==> src/rtl/temp_lut_pkg.sv <==
package temp_lut_pkg;

  // table geometry
  localparam int ENTRY_COUNT = 72;
  localparam int IDX_W       = $clog2(ENTRY_COUNT);
  localparam int SET_W       = 8;
  localparam int NUM_OUT     = 2;
  localparam int SEL_W       = $clog2(NUM_OUT);
  localparam int IDX_BYTE_W  = 8;
  localparam logic [IDX_BYTE_W-1:0] IDX_BASE = 8'h80;

  // configuration space
  localparam int CFG_AW        = 2;
  localparam int CFG_DW        = 8;
  localparam int MODE_W        = 3;
  localparam int MODE_AUTO_IDX = 0;
  localparam int MODE_AUTO_SET = 1;
  localparam int MODE_SW_OFF   = 2;
  localparam logic [MODE_W-1:0] MODE_RESET = 3'b011;

  typedef enum logic [CFG_AW-1:0] {
    CFG_MODE  = 2'd0,
    CFG_INDEX = 2'd1,
    CFG_MAN0  = 2'd2,
    CFG_MAN1  = 2'd3
  } cfgAddr_e;

  // strobes and levels handed from control to datapath
  typedef struct packed {
    logic                              trackEn;
    logic                              loadEn;
    logic [IDX_BYTE_W-1:0]             loadByte;
    logic [NUM_OUT-1:0]                tblWr;
    logic [IDX_W-1:0]                  tblAddr;
    logic [SET_W-1:0]                  tblData;
    logic                              autoSet;
    logic                              forceOff;
    logic [NUM_OUT-1:0][SET_W-1:0]     man;
  } ctlStrobes_t;

endpackage

==> src/rtl/temp_lut_regs.sv <==
module temp_lut_regs
  import temp_lut_pkg::*;
(
  input  logic                  clk,
  input  logic                  rstN,
  input  logic                  tempValid,
  input  logic                  cfgWrEn,
  input  logic [CFG_AW-1:0]     cfgAddr,
  input  logic [CFG_DW-1:0]     cfgWrData,
  input  logic                  tblWrEn,
  input  logic [SEL_W-1:0]      tblSel,
  input  logic [IDX_W-1:0]      tblAddr,
  input  logic [SET_W-1:0]      tblData,
  input  logic                  disableIn,
  output ctlStrobes_t           ctl
);

  logic [MODE_W-1:0]            modeQ;
  logic [NUM_OUT-1:0][SET_W-1:0] manQ;
  logic                         modeWr;
  logic                         autoIdx;
  logic [CFG_DW-MODE_W-1:0]     unusedCfgBits;

  assign modeWr        = cfgWrEn && (cfgAddr == CFG_MODE);
  assign autoIdx       = modeQ[MODE_AUTO_IDX];
  assign unusedCfgBits = cfgWrData[CFG_DW-1:MODE_W];

  always_ff @(posedge clk) begin
    if (!rstN) begin
      modeQ <= MODE_RESET;
    end else if (modeWr) begin
      modeQ <= cfgWrData[MODE_W-1:0];
    end
  end

  // one manual setting register per output, placed after CFG_MAN0
  for (genvar g = 0; g < NUM_OUT; g++) begin : g_man
    logic manWr;
    assign manWr = cfgWrEn && (cfgAddr == CFG_AW'(int'(CFG_MAN0) + g));
    always_ff @(posedge clk) begin
      if (!rstN) begin
        manQ[g] <= '0;
      end else if (manWr) begin
        manQ[g] <= cfgWrData;
      end
    end
  end

  // table write decode, out-of-range entries dropped
  logic tblInRange;
  assign tblInRange = (int'(tblAddr) < ENTRY_COUNT);

  always_comb begin
    ctl          = '0;
    ctl.trackEn  = tempValid && autoIdx;
    ctl.loadEn   = cfgWrEn && (cfgAddr == CFG_INDEX) && !autoIdx;
    ctl.loadByte = cfgWrData;
    for (int g = 0; g < NUM_OUT; g++) begin
      ctl.tblWr[g] = tblWrEn && tblInRange && (tblSel == SEL_W'(g));
    end
    ctl.tblAddr  = tblAddr;
    ctl.tblData  = tblData;
    ctl.autoSet  = modeQ[MODE_AUTO_SET];
    ctl.forceOff = disableIn || modeQ[MODE_SW_OFF];
    ctl.man      = manQ;
  end

  // a manual band load and temperature tracking never both act
  idx_src_excl_chk: assert property (@(posedge clk) disable iff (!rstN)
    $onehot0({ctl.loadEn, ctl.trackEn}));

endmodule

==> src/rtl/temp_lut_datapath.sv <==
module temp_lut_datapath
  import temp_lut_pkg::*;
#(
  parameter int TEMP_W = 16,
  parameter int FRAC_W = 8,
  parameter int LOW_C  = -40,
  parameter int STEP_C = 2,
  parameter int HYST_C = 1
) (
  input  logic                          clk,
  input  logic                          rstN,
  input  ctlStrobes_t                   ctl,
  input  logic signed [TEMP_W-1:0]      tempValue,
  output logic [IDX_BYTE_W-1:0]         indexByte,
  output logic [NUM_OUT-1:0][SET_W-1:0] setOut,
  output logic                          offStatus
);

  localparam int EXT_W = TEMP_W + 3;
  localparam int PAD_W = EXT_W - TEMP_W;
  localparam int ONE_C = 1 << FRAC_W;
  localparam int unsigned BAND_SPAN = STEP_C * ONE_C;
  localparam int unsigned LAST      = ENTRY_COUNT - 1;
  localparam logic signed [EXT_W-1:0] HYST_Q = EXT_W'(HYST_C * ONE_C);
  localparam logic signed [EXT_W-1:0] OFFS_Q = EXT_W'(-LOW_C * ONE_C);
  localparam logic [IDX_BYTE_W-1:0]   IDX_TOP = IDX_BASE + IDX_BYTE_W'(LAST);

  // band that contains an offset-shifted reading, clamped to the table
  function automatic logic [IDX_W-1:0] bandOf(input logic signed [EXT_W-1:0] p);
    int unsigned q;
    if (p < 0) return '0;
    q = 32'(unsigned'(p)) / BAND_SPAN;
    if (q > LAST) return IDX_W'(LAST);
    return IDX_W'(q);
  endfunction

  logic signed [EXT_W-1:0] tExt;
  logic signed [EXT_W-1:0] probeDn;
  logic signed [EXT_W-1:0] probeUp;
  logic [IDX_W-1:0]        bandDn;
  logic [IDX_W-1:0]        bandUp;
  logic [IDX_W-1:0]        idxQ;
  logic [IDX_W-1:0]        trackNext;
  logic [IDX_W-1:0]        loadNext;

  assign tExt    = {{PAD_W{tempValue[TEMP_W-1]}}, tempValue};
  assign probeDn = tExt - HYST_Q + OFFS_Q;
  assign probeUp = tExt + HYST_Q + OFFS_Q;
  assign bandDn  = bandOf(probeDn);
  assign bandUp  = bandOf(probeUp);

  // move only when the reading sits a full hysteresis step outside the band
  always_comb begin
    if (bandDn > idxQ)      trackNext = bandDn;
    else if (bandUp < idxQ) trackNext = bandUp;
    else                    trackNext = idxQ;
  end

  always_comb begin
    if (ctl.loadByte < IDX_BASE)     loadNext = '0;
    else if (ctl.loadByte > IDX_TOP) loadNext = IDX_W'(LAST);
    else                             loadNext = IDX_W'(ctl.loadByte - IDX_BASE);
  end

  always_ff @(posedge clk) begin
    if (!rstN) begin
      idxQ <= '0;
    end else if (ctl.loadEn) begin
      idxQ <= loadNext;
    end else if (ctl.trackEn) begin
      idxQ <= trackNext;
    end
  end

  assign indexByte = IDX_BASE + IDX_BYTE_W'(idxQ);

  // one table and one output register per output
  for (genvar g = 0; g < NUM_OUT; g++) begin : g_out
    logic [SET_W-1:0] mem [ENTRY_COUNT];
    logic [SET_W-1:0] setQ;

    always_ff @(posedge clk) begin
      if (!rstN) begin
        for (int e = 0; e < ENTRY_COUNT; e++) mem[e] <= '1;
      end else if (ctl.tblWr[g]) begin
        mem[ctl.tblAddr] <= ctl.tblData;
      end
    end

    always_ff @(posedge clk) begin
      if (!rstN)             setQ <= '0;
      else if (ctl.forceOff) setQ <= '0;
      else if (ctl.autoSet)  setQ <= mem[idxQ];
      else                   setQ <= ctl.man[g];
    end

    assign setOut[g] = setQ;


    man_follow_chk: assert property (@(posedge clk) disable iff (!rstN)
      (!ctl.forceOff && !ctl.autoSet) |=> (setQ == $past(ctl.man[g])));
  end

  always_ff @(posedge clk) begin
    if (!rstN) offStatus <= 1'b0;
    else       offStatus <= ctl.forceOff;
  end


  idx_range_chk: assert property (@(posedge clk) disable iff (!rstN)
    int'(idxQ) <= ENTRY_COUNT - 1);


  idx_hold_chk: assert property (@(posedge clk) disable iff (!rstN)
    (!ctl.trackEn && !ctl.loadEn) |=> $stable(idxQ));


  off_force_chk: assert property (@(posedge clk) disable iff (!rstN)
    ctl.forceOff |=> (offStatus && (setOut == '0)));

endmodule

==> src/rtl/temp_lut_ctrl.sv <==
module temp_lut_ctrl
  import temp_lut_pkg::*;
#(
  parameter int TEMP_W = 16,
  parameter int FRAC_W = 8,
  parameter int LOW_C  = -40,
  parameter int STEP_C = 2,
  parameter int HYST_C = 1
) (
  input  logic                     clk,
  input  logic                     rstN,
  input  logic                     tempValid,
  input  logic signed [TEMP_W-1:0] tempValue,
  input  logic                     cfgWrEn,
  input  logic [CFG_AW-1:0]        cfgAddr,
  input  logic [CFG_DW-1:0]        cfgWrData,
  input  logic                     tblWrEn,
  input  logic [SEL_W-1:0]         tblSel,
  input  logic [IDX_W-1:0]         tblAddr,
  input  logic [SET_W-1:0]         tblData,
  input  logic                     disableIn,
  output logic [IDX_BYTE_W-1:0]    indexByte,
  output logic [SET_W-1:0]         setting0,
  output logic [SET_W-1:0]         setting1,
  output logic                     outOff
);

  ctlStrobes_t                   ctl;
  logic [NUM_OUT-1:0][SET_W-1:0] setOut;

  temp_lut_regs u_regs (
    .clk       (clk),
    .rstN      (rstN),
    .tempValid (tempValid),
    .cfgWrEn   (cfgWrEn),
    .cfgAddr   (cfgAddr),
    .cfgWrData (cfgWrData),
    .tblWrEn   (tblWrEn),
    .tblSel    (tblSel),
    .tblAddr   (tblAddr),
    .tblData   (tblData),
    .disableIn (disableIn),
    .ctl       (ctl)
  );

  temp_lut_datapath #(
    .TEMP_W (TEMP_W),
    .FRAC_W (FRAC_W),
    .LOW_C  (LOW_C),
    .STEP_C (STEP_C),
    .HYST_C (HYST_C)
  ) u_dp (
    .clk       (clk),
    .rstN      (rstN),
    .ctl       (ctl),
    .tempValue (tempValue),
    .indexByte (indexByte),
    .setOut    (setOut),
    .offStatus (outOff)
  );

  assign setting0 = setOut[0];
  assign setting1 = setOut[1];

endmodule

==> config.mk <==
export PLATFORM = sky130hd
export DESIGN_NAME = temp_lut_ctrl
export DESIGN_NICKNAME = d
export VERILOG_FILES = /design/src/rtl/temp_lut_pkg.sv /design/src/rtl/temp_lut_regs.sv /design/src/rtl/temp_lut_datapath.sv /design/src/rtl/temp_lut_ctrl.sv
export SDC_FILE = /design/constraint.sdc
export NUM_CORES = 2
export LEC_CHECK = 0
export BUFFER_PORTS_ARGS = -buffer_cell sky130_fd_sc_hd__buf_2
export CORE_UTILIZATION = 31
export DETAILED_ROUTE_END_ITERATION = 8
export GPL_TIMING_DRIVEN = 0
export SYNTH_ARGS = -nofsm -noshare
export SYNTH_HDL_FRONTEND = slang
export SYNTH_SLANG_ARGS = --single-unit
==> constraint.sdc <==
create_clock -name clk -period 9.8 [get_ports clk]
set_input_delay 0.49 -clock clk [delete_from_list [all_inputs] [get_ports clk]]
set_output_delay 0.49 -clock clk [all_outputs]
set_load 0.05 [all_outputs]
---- Word-level counts from Yosys, hierarchy flattened ----
Memories as Yosys holds them, arrays and structs flattened. A register that Yosys moved wholly into a read port is not among the register bits.
Index checks and enable logic that the tools add are counted.
word-level totals
  bits in registers ....................... 43
  latch bits .............................. 0
  bits in writable memories ............... 1152
  memory bits (read-only) ................. 0
  output and inout bits ................... 25
  memories ................................ 2
cells by class
  add/subtract/negate cells ............... 6
  multipliers ............................. 0
  div/mod/pow operators ................... 0
  $lt $le $gt $ge ......................... 9
  equality and inequality tests ........... 3
  shift-type cells ........................ 0
  muxes and demuxes ....................... 39
  bitwise logic cells ..................... 2
  reduce and logical (&&, ||, !) cells .... 18
memory list
  name               depth  bits a word  read ports  clocked after memory_dff  wr ports  RTL line                 RTL
  u_dp.g_out[0].mem  72     8            1           1                         72        temp_lut_datapath.sv:79  logic [SET_W-1:0] mem [ENTRY_COUNT];
  u_dp.g_out[1].mem  72     8            1           1                         72        temp_lut_datapath.sv:79
operators with widths
  cell                                                                   number
  7-bit 2-to-1 mux                                                       20
  19-bit by 1-bit < comparator with 1-bit output, second input constant  2
  17-bit by 15-bit adder with 18-bit output, second input constant       2
  8-bit 2-to-1 mux                                                       4
  10-bit by 7-bit > comparator with 1-bit output, second input constant  2
  16-bit by 10-bit adder with 17-bit output, second input constant       1
  16-bit by 10-bit subtractor with 17-bit output, second input constant  1
  8-bit OR reduction                                                     2
  1-bit 2-to-1 mux                                                       15
  1-bit logical AND                                                      9
  8-bit by 7-bit adder with 8-bit output, first input constant           1
  8-bit > comparator, second input constant                              1
  8-bit < comparator, second input constant                              1
  7-bit > comparator                                                     1
  7-bit < comparator                                                     1
  7-bit < comparator, second input constant                              1
  7-bit by 1-bit subtractor with 7-bit output, second input constant     1
  2-bit equality test, second input constant                             2
  3-bit nonzero test                                                     1
  2-bit by 1-bit equality test with 1-bit output, second input constant  1
  2-bit zero test                                                        1
  1-bit inverter                                                         2
  2-bit AND reduction                                                    1
  2-bit nonzero test                                                     1
  3 further kinds                                                        3

---- Logic depth before layout (Yosys ltp) ----
  word-level depth ........................ 14
  depth in mapped cells ................... 15
  gate-level depth less buffers ........... 14

---- Modules after synthesis ----
From an unflattened synthesis, not the netlist that was laid out.
second synthesis, totals
  cell total of the unflattened synthesis .. 5333
  area, all modules ....................... 90918.4 sq um
modules (own cells, without submodules)
  module             times used  cells an instance  area each (sq um)  seq. area each (sq um)
  temp_lut_datapath  1           5227               89950.0            62119.6
  temp_lut_regs      1           106                968.4              380.4

---- Worst setup path before layout ----
Ideal clock, no wire load.
  path kind ............................... input-to-reg
  start ................................... in tempValue[11]
  end ..................................... reg (tool-made name)
  library setup time ...................... 0.137 ns
  data arrival time ....................... 3.324 ns
  slack ................................... 6.339 ns
  stages on the path ...................... 12
  buffers on the path ..................... 2
  cell sequence ........................... clkbuf_1 > clkbuf_1 > xnor2_1 > nor2_1 > o41ai_1 > ha_1 > a21oi_1 > a21boi_0 > o31ai_1 > o21bai_1 > o31ai_1 > a31oi_1
RTL lines
  element          RTL line             RTL
  start, declared  temp_lut_ctrl.sv:13  input logic signed [TEMP_W-1:0] tempValue,

==> results.md <==
- Status: finished with violations
- Violated checks: max-capacitance violations
- Vias: roughly 51,000
- Largest buffer count on any clock path: 3
- Synth Register Bits: 2,098
- Worst-path maximum fanout: 10
- CP Class: reg2reg
- Tot GR Track Use: between 15 and 20%
- Post-Route WL: 268,000 um
- Critical Path RT: roughly 10 ns
- CP Launch Type: flop
- # rows: 197
- Core Region: 0.288 mm^2
- Fin cells: around 10,000
- Fmax: approximately 190 MHz
- Dpl cell area: 0.0986 mm^2
- Via density per instance: 5.04
- Die Wd: 540 um
- CP Cell Sequence: buf_2 -> buf_2 -> buf_4 -> clkbuf_1 -> mux4_2 -> mux2i_1 -> o22ai_1 -> nor3_1 -> nor4_2
- Sequential-to-total area share from yosys stat: ~70%
- P_leak: roughly 34 nW
- Clock transition at path regs: 0.06 ns
- Yosys warnings: 0
- Critical R2R Capture: u_dp.g_out[0].setQ[4]
- Routability cong.: 0.949
- Clock skew: between 0.03 and 0.04 ns
- PortBufs: 57
- Initial core utilization: 31.2%
- Rel. slew slack: 0.943%
- Cell Pwr Density: 247 mW/mm^2
- Synth cell types: a little under 70
- Avg Cell Area, Syn: approximately 18 um^2
- Setup slack, reg-to-reg: 4.50 ns
- Worst path most repeated cell: buf_2
- Routed Antenna Nets: 0
- CTS root buf: clkbuf_16
- CTS Buf Count: 210
- Die Ht: 540 um
- Crit path max-delay cell type: nor3_1
- CP peak stage delay: 1.03 ns
- Post-cts resize count: 0
- Nets: 6,295
- Initial antenna violation count: 29
- First-pass DRT Iterations: 8
- Critical Path End: u_dp.g_out[0].setQ[4]
- Area leader, netlist: edfxtp_1
- HPWL Detailed: 190,000 um
- R2R depth: 9
- # clock sinks: 2,098
- Layout fillers: 27,100
- Vias in the first global route: around 50,000
- PnR Total Power: around 26 mW
- Total of max-cap violations: 1
- # DRC: 0
- Placed Cells: 9,787
- Fin area: 0.105 mm^2
- Hold-fix buffers at CTS: 10
- Worst-Margin Slew: 1.48 ns
- Iter 0 DRT Violations: approximately 6,300
- CTS H-tree depth: 4
- Largest cells by area after synthesis: edfxtp_1 69%, mux4_2 15%, or2_2 5.9%
- Ys async rst share: 0%
- Final setup TNS: 0 ns
- Setup Fix Bufs, Post-CTS: 0
- Synth Cell Area: ~0.090 mm^2
- Slew Limit Fails: 0
- Share of layout cells above drive strength 1: about 30%
- Syn Inst Count: 5,031
- Grt ovf: 0
- Number of synthesized flops with an enable pin: slightly above 2,000
- CP endpoint kind: flop
- First-pass GRT wire length: 373,000 um
- Final Hold Viols: 0
- Top FF cell, synth: edfxtp_1
- RSZ-0062 raised after global routing: false
- CP arrival: between 5 and 6 ns
- Largest net degree at the start of global routing: 98
- Worst-Skew Late Latency: 0.89 ns
- I/O pins: 73
- Worst Hold Class: in2reg
- Peak supply drop: 0.000191 V
- WL per Instance: 26.3 um
- CTS tree: yes
- Fin crit share: between 50% and 60%
- Final Setup Violations: 0
- Post-synth top area share: 68.6%
- Area Growth Syn to Fin: 17.4%
- Post-layout min period: 5.30 ns
- Die Area: 0.292 mm^2
worst min path at each step:
stage	end	startpoint	cells after the start
after floorplan	u_dp.offStatus	u_regs.modeQ[2]	2
after global placement	u_regs.ctl[13]	u_regs.ctl[13]	2
after detailed placement	u_regs.ctl[2]	u_regs.ctl[2]	2
after CTS	u_dp.g_out[1].mem[99][2]	tblData[2]	1
after global routing	u_dp.g_out[1].mem[99][2]	tblData[2]	1
final	u_dp.g_out[1].mem[98][2]	tblData[2]	1
critical path: cells and delay by family (launching register included):
family | cells | cell delay, ns
buffers and inverters | 4 | 2.31
DFF | 1 | 0.31
AOI/OAI and AO/OA | 1 | 0.14
muxes | 2 | 0.88
and+or+nand+nor | 2 | 1.38
layout make-up:
type                    count  area, um^2  area share [%]
flip-flops and latches   2098       62500            59.4
multi-input cells        3416       28900            27.4
clock buffers             274        5570            5.29
well taps                3781        4730            4.49
plain buffers             393        1760            1.67
clock inverters           111         966           0.917
repair buffers             94         806           0.765
inverters                  19        71.3          0.0677
diodes                     14        35.0          0.0333
kinds of logic (layout without fill, tap and decap cells):
logic type / count (synthesis) / count (layout) / share of synthesized area, %
compound gates: 180 / 180 / 1.41
flops: 2098 / 2098 / 69.7
simple gates: 1621 / 1621 / 10.3
other cells: 2 / 911 / 0.00837
mux: 695 / 695 / 16.2
xor+xnor: 8 / 8 / 0.0781
buf+inv: 412 / 891 / 2.03
fa+ha+maj: 15 / 15 / 0.209
flip-flops by register name, indices dropped and copies added, names as in the netlist, named ones only:
name / flops
u_dp.g_out.mem: 2048
u_dp.g_out.setQ: 16
u_dp.idxQ: 7
u_dp.offStatus: 1
u_regs.ctl: 16
u_regs.modeQ: 3
cells in the mapped netlist, types with 6 or more instances:
cell / instances
buf_6: 14
nand3_1: 13
a31oi_1: 6
o22a_1: 16
xnor2_1: 6
nor4_1: 22
or3_1: 290
o22ai_1: 16
clkbuf_1: 276
mux2i_1: 86
nor2_1: 70
nand2_1: 271
ha_1: 15
o2111ai_1: 17
inv_1: 18
a21oi_1: 18
buf_4: 26
mux4_2: 608
or2_2: 849
nand2b_1: 28
o21ai_0: 46
buf_1: 16
edfxtp_1: 2048
o31ai_1: 6
buf_2: 61
nor3_1: 28
o221ai_1: 16
nand4_1: 6
a311oi_1: 7
nor2b_1: 19
dfxtp_1: 50
power breakdown:
group / leakage [nW] / internal, mW / switching, mW
sequential: 20.8 / 10.5 / 0.197
clock: 3.16 / 4.29 / 3.47
combinational: 10.4 / 3.02 / 4.59
total: 34.4 / 17.8 / 8.25
stage by stage:
step                      utilization (%)  hold slack (ns)  setup slack [ns]
after floorplan                         -            0.460              6.34
after global placement               34.1            0.493              4.33
after detailed placement             34.2            0.493              4.95
after CTS                            36.5          0.00111              4.93
after global routing                 36.6           0.0347              4.73
final                                36.6           0.0584              4.50
cell usage in the layout (no fill, tap or decap), types with 13 or more instances in the layout:
| master | synthesis | layout |
|---|---|---|
| buf_2 | 61 | 113 |
| nor2b_1 | 19 | 19 |
| buf_6 | 14 | 14 |
| conb_1 | 2 | 897 |
| mux4_2 | 608 | 608 |
| clkinv_1 | 1 | 51 |
| nor2_1 | 70 | 63 |
| ha_1 | 15 | 15 |
| nor3_1 | 28 | 25 |
| or2_2 | 849 | 849 |
| inv_1 | 18 | 18 |
| diode_2 | 0 | 14 |
| a21oi_1 | 18 | 18 |
| clkbuf_16 | 0 | 212 |
| buf_1 | 16 | 16 |
| nand2_1 | 271 | 271 |
| buf_4 | 26 | 42 |
| o22a_1 | 16 | 16 |
| edfxtp_1 | 2048 | 2048 |
| o21ai_0 | 46 | 39 |
| o2111ai_1 | 17 | 17 |
| nand3_1 | 13 | 13 |
| dfxtp_1 | 50 | 50 |
| clkbuf_1 | 276 | 334 |
| mux2i_1 | 86 | 86 |
| or3_1 | 290 | 290 |
| nand2b_1 | 28 | 28 |
| clkinv_2 | 0 | 29 |
| o22ai_1 | 16 | 16 |
| o221ai_1 | 16 | 16 |
routing by layer:
metal  GRT usage [%]  part of all wire (%)
met3            4.08                   9.8
met4            8.78                   4.9
met5               0                0.0049
met2            28.9                    47
met1            23.2                    38
No activity file was read; power rests on OpenSTA's default activity.
